==> src/rtl/eca_pkg.sv <==
package eca_pkg;

  typedef enum logic {
    ST_IDLE = 1'b0,
    ST_RUN  = 1'b1
  } run_state_t;

  // Rule lookup: the neighbourhood {left, self, right} addresses the rule bits.
  function automatic logic rule_bit(input logic [7:0] rule,
                                    input logic lft, input logic ctr, input logic rgt);
    return rule[{lft, ctr, rgt}];
  endfunction

endpackage

==> src/rtl/eca_next_row.sv <==
module eca_next_row #(
  parameter int WIDTH = 640,
  parameter bit WRAP  = 1'b0
) (
  input  logic [7:0]       rule,
  input  logic [WIDTH-1:0] cur,
  output logic [WIDTH-1:0] nxt
);
  import eca_pkg::*;

  logic edge_left;   // neighbour seen left of the leftmost cell
  logic edge_right;  // neighbour seen right of the rightmost cell

  generate
    if (WRAP) begin : g_ring
      assign edge_left  = cur[0];
      assign edge_right = cur[WIDTH-1];
    end else begin : g_null
      assign edge_left  = 1'b0;
      assign edge_right = 1'b0;
    end
  endgenerate

  generate
    for (genvar i = 0; i < WIDTH; i++) begin : g_cell
      logic lft;
      logic rgt;
      if (i == WIDTH-1) begin : g_l_edge
        assign lft = edge_left;
      end else begin : g_l_in
        assign lft = cur[i+1];
      end
      if (i == 0) begin : g_r_edge
        assign rgt = edge_right;
      end else begin : g_r_in
        assign rgt = cur[i-1];
      end
      assign nxt[i] = rule_bit(rule, lft, cur[i], rgt);
    end
  endgenerate

endmodule

==> src/rtl/eca_gen_counter.sv <==
module eca_gen_counter #(
  parameter int GENS = 480,
  parameter int CW   = 9
) (
  input  logic          clk,
  input  logic          rst,
  input  logic          clear,
  input  logic          step,
  output logic [CW-1:0] count,
  output logic          final_step
);
  localparam logic [CW-1:0] LAST_M1 = CW'(GENS - 2);

  always_ff @(posedge clk) begin
    if (rst || clear) begin
      count <= '0;
    end else if (step) begin
      count <= count + 1'b1;
    end
  end

  // The step taken from this count produces the final generation.
  assign final_step = (count == LAST_M1);

endmodule

==> src/rtl/eca_row_engine.sv <==
module eca_row_engine #(
  parameter int WIDTH = 640,
  parameter int GENS  = 480,
  parameter bit WRAP  = 1'b0,
  localparam int CW   = $clog2(GENS)
) (
  input  logic             clk,
  input  logic             rst,
  input  logic [7:0]       rule_in,
  input  logic [WIDTH-1:0] seed_in,
  input  logic             seed_load,
  input  logic             start,
  input  logic             enable,
  output logic [WIDTH-1:0] row_out,
  output logic             row_valid,
  output logic [CW-1:0]    gen_count,
  output logic             done
);
  import eca_pkg::*;

  run_state_t       state_q;
  logic [7:0]       rule_q;
  logic [WIDTH-1:0] next_row;
  logic             launch;
  logic             step;
  logic             final_step;

  assign launch = start && (seed_load || state_q == ST_IDLE);
  assign step   = (state_q == ST_RUN) && enable && !seed_load;

  eca_next_row #(.WIDTH(WIDTH), .WRAP(WRAP)) u_next (
    .rule (rule_q),
    .cur  (row_out),
    .nxt  (next_row)
  );

  eca_gen_counter #(.GENS(GENS), .CW(CW)) u_count (
    .clk        (clk),
    .rst        (rst),
    .clear      (seed_load || launch),
    .step       (step),
    .count      (gen_count),
    .final_step (final_step)
  );

  always_ff @(posedge clk) begin
    if (rst) begin
      state_q   <= ST_IDLE;
      rule_q    <= '0;
      row_out   <= '0;
      row_valid <= 1'b0;
      done      <= 1'b0;
    end else begin
      row_valid <= 1'b0;
      if (launch) begin
        rule_q <= rule_in;
      end
      if (seed_load) begin
        row_out   <= seed_in;
        row_valid <= 1'b1;
        done      <= 1'b0;
        state_q   <= launch ? ST_RUN : ST_IDLE;
      end else if (launch) begin
        done    <= 1'b0;
        state_q <= ST_RUN;
      end else if (step) begin
        row_out   <= next_row;
        row_valid <= 1'b1;
        if (final_step) begin
          done    <= 1'b1;
          state_q <= ST_IDLE;
        end
      end
    end
  end

endmodule

==> config.mk <==
export PLATFORM = sky130hd
export DESIGN_NAME = eca_row_engine
export DESIGN_NICKNAME = d
export VERILOG_FILES = /design/src/rtl/eca_pkg.sv /design/src/rtl/eca_next_row.sv /design/src/rtl/eca_gen_counter.sv /design/src/rtl/eca_row_engine.sv
export SDC_FILE = /design/constraint.sdc
export NUM_CORES = 2
export LEC_CHECK = 0
export BUFFER_PORTS_ARGS = -buffer_cell sky130_fd_sc_hd__buf_2
export CAP_MARGIN = 25
export CORE_AREA = 2 2 502 504
export CTS_BUF_LIST = sky130_fd_sc_hd__clkbuf_4
export CTS_CLUSTER_SIZE = 8
export DETAILED_ROUTE_END_ITERATION = 10
export DIE_AREA = 0 0 504 506
export GPL_TIMING_DRIVEN = 1
export PLACE_DENSITY = 0.46
export SETUP_SLACK_MARGIN = 0.15
export SYNTH_ARGS = -nofsm -noshare
export SYNTH_HDL_FRONTEND = slang
export SYNTH_SLANG_ARGS = --single-unit
==> constraint.sdc <==
create_clock -name clk -period 2.2 [get_ports clk]
set_input_delay 0.44 -clock clk [delete_from_list [all_inputs] [get_ports clk]]
set_output_delay 0.44 -clock clk [all_outputs]
set_load 0.01 [all_outputs]
# == Word-level counts from Yosys, hierarchy flattened ==
# Cells that the tools add are included.
# word_totals
register_bits,660
out_inout_bits,651
inputBits,653
elab_cells,1955
# classes
n_reduce_logical,14
n_eq_ne,2
addsub,1
mux,1291
order_cmp,640
bitwise,1
# ops
operator,count
$lt A3 B4 Y1 const B,639
$mux W640,3
$bmux W1 S3,638
$mux W1,648
$add A9 B1 Y9 const B,1
$eq A9 B9 Y1 const B,1
$reduce_and A2 Y1,3
$reduce_bool A3 Y1,2
$bmux W1 S2,2
$lt A2 B4 Y1 const B,1
$logic_and A1 B1 Y1,3
$logic_or A1 B1 Y1,3
$reduce_or A3 Y1,1
$ne A2 B2 Y1 const B,1
$reduce_bool A2 Y1,1
$logic_not A1 Y1,1
$not A1 Y1,1

# == Depth between registers and ports, before layout ==
# depth
ltp_word,5
ltp_mapped,8

# == Cells and area by module ==
# A second synthesis with hierarchy kept.
# unflattened
hier_cells,7671
hier_area_um2,72198.0
# by_module_without_submodules
mod,area_per_inst_um2,cells_each,seq_area_each_um2,instances
eca_next_row,39567.9,3944,0.0,1
eca_row_engine,32193.4,3679,13032.5,1
eca_gen_counter,436.7,48,180.2,1

# == Worst setup path after synthesis ==
# Ideal clock, no wire load.
# synth_timing
path_kind,register -> register
start,register row_out[31]
end,register row_out[32]
slack_ns,0.563
setup_time_ns,0.157
t_arrival_ns,1.480
path_stages_with_launch,5
synth_period_minus_slack_ns,1.637
path_cell_list,dfxtp_1 clkbuf_1 mux4_2 a211oi_2 a2111oi_2
# synth_via
elab_chain_len,5
# synth_rtl
item,line_no,rtl
start: declaration,eca_row_engine.sv:14,"output logic [WIDTH-1:0] row_out,"
start signal: assignment,eca_row_engine.sv:59,row_out <= seed_in;
start signal: assignment,eca_row_engine.sv:67,row_out <= next_row;
$bmux W1 S3,eca_pkg.sv:11,"return rule[{lft, ctr, rgt}];"
$mux W1 (not written as such),eca_pkg.sv:11,
$mux W640,eca_row_engine.sv:66,end else if (step) begin
$mux W640,eca_row_engine.sv:63,end else if (launch) begin
$mux W640,eca_row_engine.sv:58,if (seed_load) begin
# Every way passes these cells. The select of a mux whose other input is x is not followed.
# A chain may end at the register's enable or synchronous reset.

# == Final worst setup path ==
# layout_timing
start,register row_out[508]
end,output row_out[508]
# No word-level cell between the ends.

==> reports/qor.yml <==
status: "finished, violations left"
violations: "setup timing"
grt.total_usage_pct: 27.9
drtAntennaViolNets: 0
setup_ws_ns: -0.216
seq_area_frac_synth_pct: 18.1
cts_tree: "built"
root_buffer: "clkbuf_4"
initial_core_util_pct: 29.2
drt-pass1-iter-count: 6
globalRouteMet2Util_pct: 43.2
use_met3_pct: 7.14
top_usage_layer: "met2"
cts_sinks: 660
final_area_mm2: 0.113
core-area_mm2: 0.250
grt_overflow: 0
setup_viol: 572
post-synth-top-count-cell: "mux4_2"
clkLatencyLatePin_ns: 1.38
yosysUniqueCellTypes: 37
place_congestion: 0.937
finalMaxSlewViolations: 0
htree_num_levels: 4
synthArstFlopShare_pct: 0
antenna_found_initial: 63
grt_pass1_vias: 76600
post-dp-hpwl_um: 234000
ys_ff_latch: 660
finalNetCount: 10100
max_freq_mhz: 414
grt_first_pass_wirelength_um: 541000
synthesis.nets: 7415
power.leakage_uw: 0.0437
yosys_warnings: 0
wirelength_um: 371000
drive_above_1_share_pct: 63.0
routed_via_density: 5.81
synth-edff-count: 0
dp.cells: 10400
slew-limit-headroom_pct: 29.3
clkTransAtPathRegs_ns: 0.07
wl_per_cell_um: 28.4
synth.top_cell.area_share_pct: 39.3
hold_path_class: "in2reg"
clockBufferDepth: 3
drc_errors: 0
arrival_ns: 1.98
end_kind: "output pin"
first_iter_violations: 7499
hold_viol: 0
port_buffers: 1303
fillers: 22900
worstPathRequired_ns: 1.76
synthTopCellsByCount: "mux4_2 (1276), clkbuf_1 (1049), dfxtp_1 (660)"
synthCells: 6760
syn-cell-area_mm2: 0.0731
path_max_fanout: 2
ir_worst_vdd_mv: 0.494
die_area_mm2: 0.255
boundaryPins: 1304
rsz0062_at_grt: "yes"
stdcell_count: 13000
cts_buffers: 227
synth_flop_cell: "dfxtp_1"
vias: 75800
critPathKind: "reg2out"
period_share_pct: 110
area_growth_pct: 54.2
skew_ns: 0.130
post-route-min-period_ns: 2.42
power_density_mw_per_mm2: 452
die_y_um: 506
cap_violations: 0
grt_max_degree: 140
start_kind: "flip-flop"
worst_slew_pin_slew_ns: 1.06
postSynthAreaPerCell_um2: 10.8
power.total_uw: 51000
synth_largest_area_cell: "mux4_2"
post_synth_main_area_contributors: "mux4_2 (39%), dfxtp_1 (18%), a2111oi_2 (11%), a211oi_2 (8.8%), clkbuf_1 (5.4%)"
placedInstanceArea_mm2: 0.0826
die_x_um: 504
use_met1_pct: 34.6
num_rows: 184
[cell type report]
class | instances | area (um2) | area share (%)
inverter | 633 | 2380 | 2.11
antenna | 51 | 128 | 0.113
tap | 3348 | 4190 | 3.71
clock buffer | 368 | 2760 | 2.45
timing repair buffer | 4037 | 37200 | 33.0
multi-input combinational | 3913 | 50300 | 44.6
sequential | 660 | 15600 | 13.8
clock inverter | 27 | 231 | 0.205
[logic make-up (layout without fill, tap and decap cells)]
logic type               count (synthesis)  count (layout)  synth area share (%)
XOR/XNOR                                 6               6                0.0719
other                                    0              51                     0
multiplexers                          1288            1288                  39.5
AND/OR/NAND/NOR                       1316            1316                  6.81
flip-flops                             660             660                  18.1
AO/OA/AOI/OAI                         1301            1301                  22.4
buffers and inverters                 2187            5065                  13.1
adder cells (fa/ha/maj)                  2               2                0.0342
[stage by stage]
step / setup slack [ns] / hold WS (ns) / util [%] / TNS (ns)
global placement: 0.0588 / 0.513 / 33.0 / 0
floorplan: 0.563 / 0.470 / - / 0
detailed placement: 0.0703 / 0.525 / 33.0 / 0
CTS: -0.426 / 0.000963 / 44.8 / -170.49
finish: -0.216 / 0.161 / 45.1 / -38.60
global route: -0.381 / 0.0564 / 45.1 / -143.99
[flip-flops by register name (all words and copies together) (netlist names)]
name and count:
row_out 640, u_count.count 9, rule_q 8, done 1
row_valid 1, state_q 1
[worst max-delay path, cell delays in order (launching register included)]
cell and delay, ns:
dfxtp_4 0.35, buf_6 0.12, buf_6 0.13
[power breakdown]
group,internal [uW],switching (uW),leakage [uW]
Clock,7810,7330,0.00180
Combinational,11600,10600,0.0361
Sequential,12700,944,0.00587
[timing repair]
item	in CTS	in global routing
pin swaps	0	1
resized for setup	2481	18
hold buffers	1308	0
hold endpoints to repair	660	0
endpoints found under the setup margin	661	721
cloned	0	1
buffers inserted	821	61
[metal layers]
metal,vias up,wire length [um]
met5,-,262
met1,38900,139000
met2,4686,167000
li1,31100,-
met3,1024,35900
met4,38,28400
[placed cells by master, fill, tap and decap left out, types with 3 or more instances in the layout]
master / count
nor3_1: 5
diode_2: 51
a211oi_1: 116
mux2i_1: 12
inv_1: 633
buf_12: 153
mux4_2: 1276
clkinv_1: 17
clkbuf_4: 368
dfxtp_2: 51
buf_6: 770
buf_8: 54
nand4_1: 4
a2111oi_1: 86
inv_6: 3
o21a_1: 9
a21oi_1: 7
xnor2_1: 4
bufinv_16: 3
a2111oi_2: 516
a211oi_2: 514
buf_2: 650
o21ai_0: 13
dfxtp_4: 607
nor2_1: 645
nand2_1: 654
o21ai_1: 9
a2111oi_0: 27
dlygate4sd3_1: 1308
buf_4: 1100
[final timing paths]
| path | from | end | slack (ns) | cells past startpoint |
|---|---|---|---|---|
| worst max-delay path | row_out[508] | row_out[508] | -0.22 | 2 |
| worst min-delay path | seed_in[9] | row_out[9] | 0.16 | 4 |
| worst max register to register | rule_q[1] | row_out[294] | 0.16 | 5 |
| worst min register to register | done | done | 0.51 | 2 |
Note: power is estimated with default switching activity, not from simulation.
